[config.mk]
export PLATFORM = sky130hd
export DESIGN_NAME = dct_ai8
export DESIGN_NICKNAME = d
export VERILOG_FILES = /design/src/rtl/dct_ai_pkg.sv /design/src/rtl/dct_pre_bfly.sv /design/src/rtl/ai_cmul.sv /design/src/rtl/dct_ai8.sv
export SDC_FILE = /design/constraint.sdc
export NUM_CORES = 1
export LEC_CHECK = 0
export BUFFER_PORTS_ARGS = -buffer_cell sky130_fd_sc_hd__buf_2
export CAP_MARGIN = 20
export CORE_AREA = 3 3 225 227
export CTS_CLUSTER_DIAMETER = 200
export CTS_CLUSTER_SIZE = 10
export DETAILED_ROUTE_END_ITERATION = 8
export DIE_AREA = 0 0 228 230
export PLACE_DENSITY_LB_ADDON = 0.3
export SLEW_MARGIN = 30
export SYNTH_ARGS = -nofsm -noshare
export SYNTH_HDL_FRONTEND = slang
export SYNTH_SLANG_ARGS = --single-unit
export TNS_END_PERCENT = 10
[constraint.sdc]
create_clock -name clk_i -period 4.1 [get_ports clk_i]
set_input_delay 0.82 -clock clk_i [delete_from_list [all_inputs] [get_ports clk_i]]
set_output_delay 0.82 -clock clk_i [all_outputs]
set_load 0.02 [all_outputs]
[src/rtl/dct_ai_pkg.sv]
package dct_ai_pkg;
  // Cosine constants of the Arai flow, each scaled by four
  typedef enum logic [1:0] {
    K_C4   = 2'd0,
    K_C6   = 2'd1,
    K_C2M6 = 2'd2,
    K_C2P6 = 2'd3
  } ai_const_e;

  localparam int unsigned NPT   = 8;
  localparam int unsigned NCOMP = 4;
  localparam int unsigned LAT   = 4;
  localparam int unsigned GUARD = 8;
endpackage

[src/rtl/dct_pre_bfly.sv]
module dct_pre_bfly #(
  parameter int L = 8,
  parameter int W = 16
) (
  input  logic                clk_i,
  input  logic                rst_ni,
  input  logic [7:0][L-1:0]   row_i,
  output logic [3:0][W-1:0]   sum_o,
  output logic [3:0][W-1:0]   dif_o
);
  for (genvar k = 0; k < 4; k++) begin : g_pair
    logic signed [W-1:0] xa, xb;
    assign xa = {{(W-L){row_i[k][L-1]}}, row_i[k]};
    assign xb = {{(W-L){row_i[7-k][L-1]}}, row_i[7-k]};
    always_ff @(posedge clk_i or negedge rst_ni) begin
      if (!rst_ni) begin
        sum_o[k] <= '0;
        dif_o[k] <= '0;
      end else begin
        sum_o[k] <= xa + xb;
        dif_o[k] <= xa - xb;
      end
    end
  end
endmodule

[src/rtl/ai_cmul.sv]
// Tuple times scaled cosine, using z1*z1z2 = 2z1+2z2, z2*z1z2 = 2z1-2z2, (z1z2)^2 = 8
module ai_cmul
  import dct_ai_pkg::*;
#(
  parameter int        W = 16,
  parameter ai_const_e K = K_C4
) (
  input  logic [3:0][W-1:0] a_i,
  output logic [3:0][W-1:0] p_o
);
  logic signed [W-1:0] a00, a10, a01, a11;
  assign a00 = a_i[0];
  assign a10 = a_i[1];
  assign a01 = a_i[2];
  assign a11 = a_i[3];

  if (K == K_C4) begin : g_c4
    assign p_o[0] = a11 <<< 3;
    assign p_o[1] = (a10 + a01) <<< 1;
    assign p_o[2] = (a10 - a01) <<< 1;
    assign p_o[3] = a00;
  end else if (K == K_C6) begin : g_c6
    assign p_o[0] = (a10 - a01) <<< 2;
    assign p_o[1] = a00;
    assign p_o[2] = (a11 <<< 2) - a00;
    assign p_o[3] = a01 <<< 1;
  end else if (K == K_C2M6) begin : g_c2m6
    assign p_o[0] = a01 <<< 3;
    assign p_o[1] = a11 <<< 2;
    assign p_o[2] = (a00 <<< 1) - (a11 <<< 2);
    assign p_o[3] = (a10 - a01) <<< 1;
  end else begin : g_c2p6
    assign p_o[0] = a10 <<< 3;
    assign p_o[1] = (a00 <<< 1) + (a11 <<< 2);
    assign p_o[2] = a11 <<< 2;
    assign p_o[3] = (a10 + a01) <<< 1;
  end
endmodule

[src/rtl/dct_ai8.sv]
module dct_ai8
  import dct_ai_pkg::*;
#(
  parameter  int L = 8,
  localparam int W = L + GUARD
) (
  input  logic                   clk_i,
  input  logic                   rst_ni,
  input  logic                   valid_i,
  input  logic [7:0][L-1:0]      row_i,
  output logic                   valid_o,
  output logic [7:0][3:0][W-1:0] coef_o
);
  typedef logic [3:0][W-1:0] tup_t;

  function automatic tup_t lift(input logic [W-1:0] v);
    tup_t t = '0;
    t[0] = v;
    return t;
  endfunction

  function automatic tup_t tadd(input tup_t a, input tup_t b);
    tup_t t;
    for (int c = 0; c < NCOMP; c++) t[c] = a[c] + b[c];
    return t;
  endfunction

  function automatic tup_t tsub(input tup_t a, input tup_t b);
    tup_t t;
    for (int c = 0; c < NCOMP; c++) t[c] = a[c] - b[c];
    return t;
  endfunction

  // stage 1: input butterflies
  logic [3:0][W-1:0] s1_sum, s1_dif;
  dct_pre_bfly #(.L(L), .W(W)) i_bfly (
    .clk_i (clk_i),
    .rst_ni(rst_ni),
    .row_i (row_i),
    .sum_o (s1_sum),
    .dif_o (s1_dif)
  );

  // stage 2: even and odd sums
  logic signed [W-1:0] e10, e11, e12, e13, o10, o11, o12, o7;
  always_ff @(posedge clk_i or negedge rst_ni) begin
    if (!rst_ni) begin
      {e10, e11, e12, e13} <= '0;
      {o10, o11, o12, o7}  <= '0;
    end else begin
      e10 <= s1_sum[0] + s1_sum[3];
      e13 <= s1_sum[0] - s1_sum[3];
      e11 <= s1_sum[1] + s1_sum[2];
      e12 <= s1_sum[1] - s1_sum[2];
      o10 <= s1_dif[3] + s1_dif[2];
      o11 <= s1_dif[2] + s1_dif[1];
      o12 <= s1_dif[1] + s1_dif[0];
      o7  <= s1_dif[0];
    end
  end

  // stage 3: the five constant products
  logic [W-1:0] e_mix, o_mix;
  assign e_mix = e12 + e13;
  assign o_mix = o10 - o12;

  tup_t p1_c, p2_c, p3_c, p4_c, p5_c;
  ai_cmul #(.W(W), .K(K_C4))   i_mul_e  (.a_i(lift(e_mix)), .p_o(p1_c));
  ai_cmul #(.W(W), .K(K_C2M6)) i_mul_lo (.a_i(lift(o10)),   .p_o(p2_c));
  ai_cmul #(.W(W), .K(K_C4))   i_mul_mi (.a_i(lift(o11)),   .p_o(p3_c));
  ai_cmul #(.W(W), .K(K_C2P6)) i_mul_hi (.a_i(lift(o12)),   .p_o(p4_c));
  ai_cmul #(.W(W), .K(K_C6))   i_mul_sh (.a_i(lift(o_mix)), .p_o(p5_c));

  logic signed [W-1:0] y0_q, y4_q, e13_q, o7_q;
  tup_t p1_q, p2_q, p3_q, p4_q, p5_q;
  always_ff @(posedge clk_i or negedge rst_ni) begin
    if (!rst_ni) begin
      {y0_q, y4_q, e13_q, o7_q} <= '0;
      {p1_q, p2_q, p3_q, p4_q, p5_q} <= '0;
    end else begin
      // branches without a constant take the same x4 scale
      y0_q  <= (e10 + e11) <<< 2;
      y4_q  <= (e10 - e11) <<< 2;
      e13_q <= e13 <<< 2;
      o7_q  <= o7 <<< 2;
      p1_q  <= p1_c;
      p2_q  <= p2_c;
      p3_q  <= p3_c;
      p4_q  <= p4_c;
      p5_q  <= p5_c;
    end
  end

  // stage 4: output recombination
  tup_t zl_c, zh_c, za_c, zb_c;
  tup_t [7:0] y_c;
  always_comb begin
    zl_c   = tadd(p2_q, p5_q);
    zh_c   = tadd(p4_q, p5_q);
    za_c   = tadd(lift(o7_q), p3_q);
    zb_c   = tsub(lift(o7_q), p3_q);
    y_c[0] = lift(y0_q);
    y_c[4] = lift(y4_q);
    y_c[2] = tadd(lift(e13_q), p1_q);
    y_c[6] = tsub(lift(e13_q), p1_q);
    y_c[5] = tadd(zb_c, zl_c);
    y_c[3] = tsub(zb_c, zl_c);
    y_c[1] = tadd(za_c, zh_c);
    y_c[7] = tsub(za_c, zh_c);
  end

  always_ff @(posedge clk_i or negedge rst_ni) begin
    if (!rst_ni) coef_o <= '0;
    else         coef_o <= y_c;
  end

  logic [LAT-1:0] vld_q;
  always_ff @(posedge clk_i or negedge rst_ni) begin
    if (!rst_ni) vld_q <= '0;
    else         vld_q <= {vld_q[LAT-2:0], valid_i};
  end
  assign valid_o = vld_q[LAT-1];
endmodule

[Word-level counts from Yosys, hierarchy flattened]
Cells that the tools add are included.
Operators by class
  add/sub/neg operators: 28
Operators with widths (count)
  $sub A1 B16 Y16 const A: 7
  $add A16 B16 Y16: 6
  $add A8 B8 Y9: 4
  $sub A8 B8 Y9: 4
  $add A9 B9 Y10: 2
  $sub A9 B9 Y10: 2
  $sub A16 B16 Y16: 1
  $add A14 B14 Y14: 1
  $sub A14 B14 Y14: 1
Word-level totals
  flip-flop bits (word level): 595
  input port bits: 67
  output and inout port bits: 513

[Logic depth before layout (Yosys ltp)]
  depth in word-level cells: 2
  mapped depth: 12
  mapped depth without buffers: 12

[Modules after synthesis]
A second synthesis with hierarchy kept.
Unflattened totals
  cell total of the unflattened synthesis: 6359
  area, all modules: 62989.2 µm²
Modules (own cells, without submodules)
  dct_ai8: instances 1, cells an instance 4700, area an instance 49726.4 µm², sequential area each 22471.6 µm²
  dct_pre_bfly: instances 1, cells an instance 527, area an instance 5027.3 µm², sequential area each 1701.6 µm²
  ai_cmul at i_mul_e ...: instances 2, cells an instance 228, area an instance 1687.9 µm², sequential area each 0.0 µm²
  ai_cmul at i_mul_sh: instances 1, cells an instance 253, area an instance 1755.4 µm², sequential area each 0.0 µm²
  ai_cmul at i_mul_lo: instances 1, cells an instance 239, area an instance 1677.9 µm², sequential area each 0.0 µm²
  ai_cmul at i_mul_hi: instances 1, cells an instance 184, area an instance 1426.4 µm², sequential area each 0.0 µm²

[Worst setup path after synthesis]
Ideal clock, no wire load.
  path kind: register -> register
  from: reg p5_q[17] (netlist name)
  to: reg coef_o[476] (netlist name)
  setup time: 0.080 ns
  arrival: 3.042 ns
  data required time: 4.020 ns
  slack: 0.978 ns
  stages on the path, launching flop included: 11
  path buffers: 0
  cell sequence: dfrtp_1 > ha_1 > fa_1 > a21o_1 > a211o_1 > a2111oi_0 > nor3_1 > xor2_1 > or4_4 > nor3_1 > xnor2_1
RTL lines
  start: declaration: line dct_ai8.sv:75  | tup_t p1_q, p2_q, p3_q, p4_q, p5_q;
  start signal: assignment: line dct_ai8.sv:90  | p5_q <= p5_c;
  end signal: assignment: line dct_ai8.sv:114  | else coef_o <= y_c;
  end: declaration: line dct_ai8.sv:12  | output logic [7:0][3:0][W-1:0] coef_o

==> out/qor.yml <==
status: "finished clean"
cp.required_ps: 4630
ff2ff_path_depth: 10
grt_pass1_wl_microns: 86950
p_comb_share_pct: 49.1
leakage_nw: 13.97
insertion_delay_ps: 600
internal-power_w: 0.01482
synthesis.area_sq_um: 25300
tns_ps: 0
post-cts-setup-buffer-count: 0
area_delta_synth_final_pct: 11.36
drive_gt1_share_pct: 19.44
synth-main-ff-cell: "dfrtp_1"
slowest_delay_ps: 580
crit_path_start: "p5_q[17]$_DFF_PN0_"
yosysTopAreaCell: "dfrtp_1"
die-area_sq_um: 52440
crit_fanout: 5
antenna_found_initial: 4
rrSetupSlack_ps: 660
endpoint_kind: "flip-flop"
grt_use_total_pct: 20.87
max_cap_violations: 0
p_clk_share_pct: 16.5
arrival_ps: 3960
ctsHtreeMaxLevel: 2
clockRootBuffer: "clkbuf_16"
synth_area_per_cell_sq_um: 11.33
first_global_vias: 15850
crit_chain: "ha_1 -> fa_1 -> a21o_1 -> a211o_1 -> a2111oi_0 -> nor3_1 -> xor2_1 -> or4_4 -> nor3_1 -> xnor2_1"
dieHeight_microns: 230
worst_pin_slew_ps: 862.8
io_pins: 580
initial_core_util_pct: 51.79
cts_tree: "yes"
cpMaxStageDelayCell: "or4_4"
cts.sinks: 521
drt_iter0_drc: 955
ctsLongestPathBuffers: 3
skew_ps: 24.92
synth_seq_area_share_pct: 51.53
fp.dieW_microns: 228
nFillCells: 4099
critPathLaunchType: "flip-flop"
synth.area.top_cells: "dfrtp_1, ha_1, buf_4"
switching_power_w: 0.01146
setup_viol: 0
cts_resized: 0
peakVddDrop_v: 0.0004059
dr.pass1.iters: 5
numCtsBuffers: 58
synth.distinct_cells: 77
drc: 0
hold_buffers: 0
cp_num_buf_inv: 0
gr-total-overflow: 0
ant_nets: 0
crit_path_frequent_cell: "nor3_1"
syn_inst: 2233
drt-total-wl_microns: 55310
r2r-end: "coef_o[476]$_DFF_PN0_"
vias: 15790
drt-wirelength-per-cell_microns: 17.06
finalHoldViolations: 0
switching_share_pct: 43.61
yosys_warnings: 0
core_region_area_sq_um: 48850
fmax_mhz: 291.1
gp_congestion: 0.8534
min_path_type: "input pin to async pin"
synth_edf_count: 0
hold_slack_ps: 248.9
fin_crit_sh_pct: 83.80
seq_power_share_pct: 34.4
ys_ff_latch: 521
slew_headroom_pct: 41.57
min_period_ps: 3436
drv_slew: 0
critPathKind: "flip-flop to flip-flop"
grt_max_degree: 108
clk_pin_slew_ps: 60
io_buffers: 403
cellPowerDensity_nw_per_um2: 932.7
rsz0062_at_grt: "no"
rows: 81
dp_hpwl_microns: 43700
nets: 2867
r2r-start: "p5_q[17]$_DFF_PN0_"
vias_per_cell: 4.870
critPathTopFamily: "compound AO/OA/AOI/OAI gates"
synth_top_area_share_pct: 51.53
ys_async_sr_fraction_pct: 100.0
==> state kept, by name (all words and copies together), names as in the netlist, 13 cells and up <==
register / count
p5_q: 31
o11: 16
coef_o: 228
y0_q: 13
p1_q: 15
i_bfly.dif_o: 32
p4_q: 15
y4_q: 14
p3_q: 16
i_bfly.sum_o: 36
o12: 16
==> routing by layer <==
layer / routed length [microns] / GRT usage (%) / vias up
met5: 0 / 0 / -
met4: 1086 / 4.933 / 0
met3: 2871 / 3.382 / 82
met2: 27100 / 35.62 / 473
met1: 24250 / 28.18 / 7705
li1: - / - / 7529
==> how the worst max path moves through the flow <==
stage,to,slack (ps),depth (start not counted)
final,coef_o[476]$_DFF_PN0_,660,10
after global routing,coef_o[479]$_DFF_PN0_,420,10
after CTS,coef_o[476]$_DFF_PN0_,660,10
after detailed placement,coef_o[476]$_DFF_PN0_,690,10
after global placement,coef_o[476]$_DFF_PN0_,800,10
after floorplan,coef_o[476]$_DFF_PN0_,980,10
==> area by class of cell <==
| class | count | area (sq um) | area share, % |
|---|---|---|---|
| clock inverters | 4 | 42.54 | 0.1510 |
| repair buffers | 409 | 2122 | 7.531 |
| flip-flops and latches | 521 | 13040 | 46.27 |
| clock buffers | 59 | 1455 | 5.165 |
| diodes | 1 | 2.502 | 0.008881 |
| well taps | 664 | 830.8 | 2.949 |
| inverters | 228 | 855.8 | 3.037 |
| multi-input cells | 1356 | 9829 | 34.89 |
==> synth_stat cells, drive strengths merged (25+ instances only) <==
library cell,instances
dfrtp,521
buf,289
inv,228
ha,205
xnor2,143
nor2,126
a21oi,97
o21ai,86
xor2,80
nand2,61
nor3,49
a21o,32
nand2b,29
o21bai,25
==> cell usage in the layout, fill, tap and decap left out, types with 5 or more instances in the layout <==
cell       netlist  layout
clkbuf_16        0      58
a21o_1          32      32
nand4_1          6       6
buf_2            0     402
o31ai_1         15      15
fa_1            21      21
a2111o_1         5       5
and3_1          14      14
nor3_1          49      49
o21a_1           9       9
nor2_1         126     126
xnor2_1        141     141
nand3b_1         7       7
dfrtp_1        521     521
a21oi_1         96      96
or4_1            6       6
inv_1          228     228
nand2_1         60      60
o311ai_0         6       6
nor2b_1         21      21
o21bai_1        25      25
o21ai_0         86      86
nor3b_1          6       6
xor2_1          80      80
ha_1           205     205
or3_1            8       8
nand2b_1        29      29
nor4_1          16      16
nand3_1         16      16
a211oi_1         5       5
conb_1           1     176
a21boi_0        14      14
==> cell families (layout without fill, tap and decap cells) <==
group,after synthesis,after routing,share of synthesized area [%]
muxes,6,6,0.2522
DFF,521,521,51.53
AOI/OAI and AO/OA,333,333,8.417
buffers and inverters,531,700,12.21
adders and majority gates,226,226,11.80
and+or+nand+nor,392,392,7.992
xor gates and xnor gates,223,223,7.779
other,1,177,0.01482
==> worst register-to-register path, stage by stage, from the launching register on <==
cell	delay, ps
dfrtp_1	430
ha_1	250
fa_1	420
a21o_1	190
a211o_1	330
a2111oi_0	440
nor3_1	130
xor2_1	220
or4_4	580
nor3_1	210
xnor2_1	160
==> power by group through the flow <==
| stage | clock [W] | combinational [W] | sequential (W) |
|---|---|---|---|
| 2_1_floorplan | 0 | 0.00852 | 0.00993 |
| 3_3_place_gp | 0 | 0.0126 | 0.00911 |
| 3_5_place_dp | 0 | 0.0128 | 0.00916 |
| 4_1_cts | 0.00447 | 0.0129 | 0.00909 |
| 5_1_grt | 0.00468 | 0.0142 | 0.00931 |
| 6_report | 0.00433 | 0.0129 | 0.00905 |
==> through the flow <==
stage | instance area (sq um) | total power, W | setup WS, ps | utilization [%] | cells
final | 28180 | 0.02628 | 664.3 | 57.68 | 3242
after global routing | 28180 | 0.02814 | 416.3 | 57.68 | 3242
after CTS | 28170 | 0.02649 | 661.0 | 57.67 | 3241
after detailed placement | 26680 | 0.02198 | 685.6 | 54.61 | 3178
after global placement | 26680 | 0.02169 | 798.0 | 54.61 | 3178
after floorplan | 25960 | 0.01846 | 977.5 | - | 2408
No activity file was read; power rests on OpenSTA's default activity.
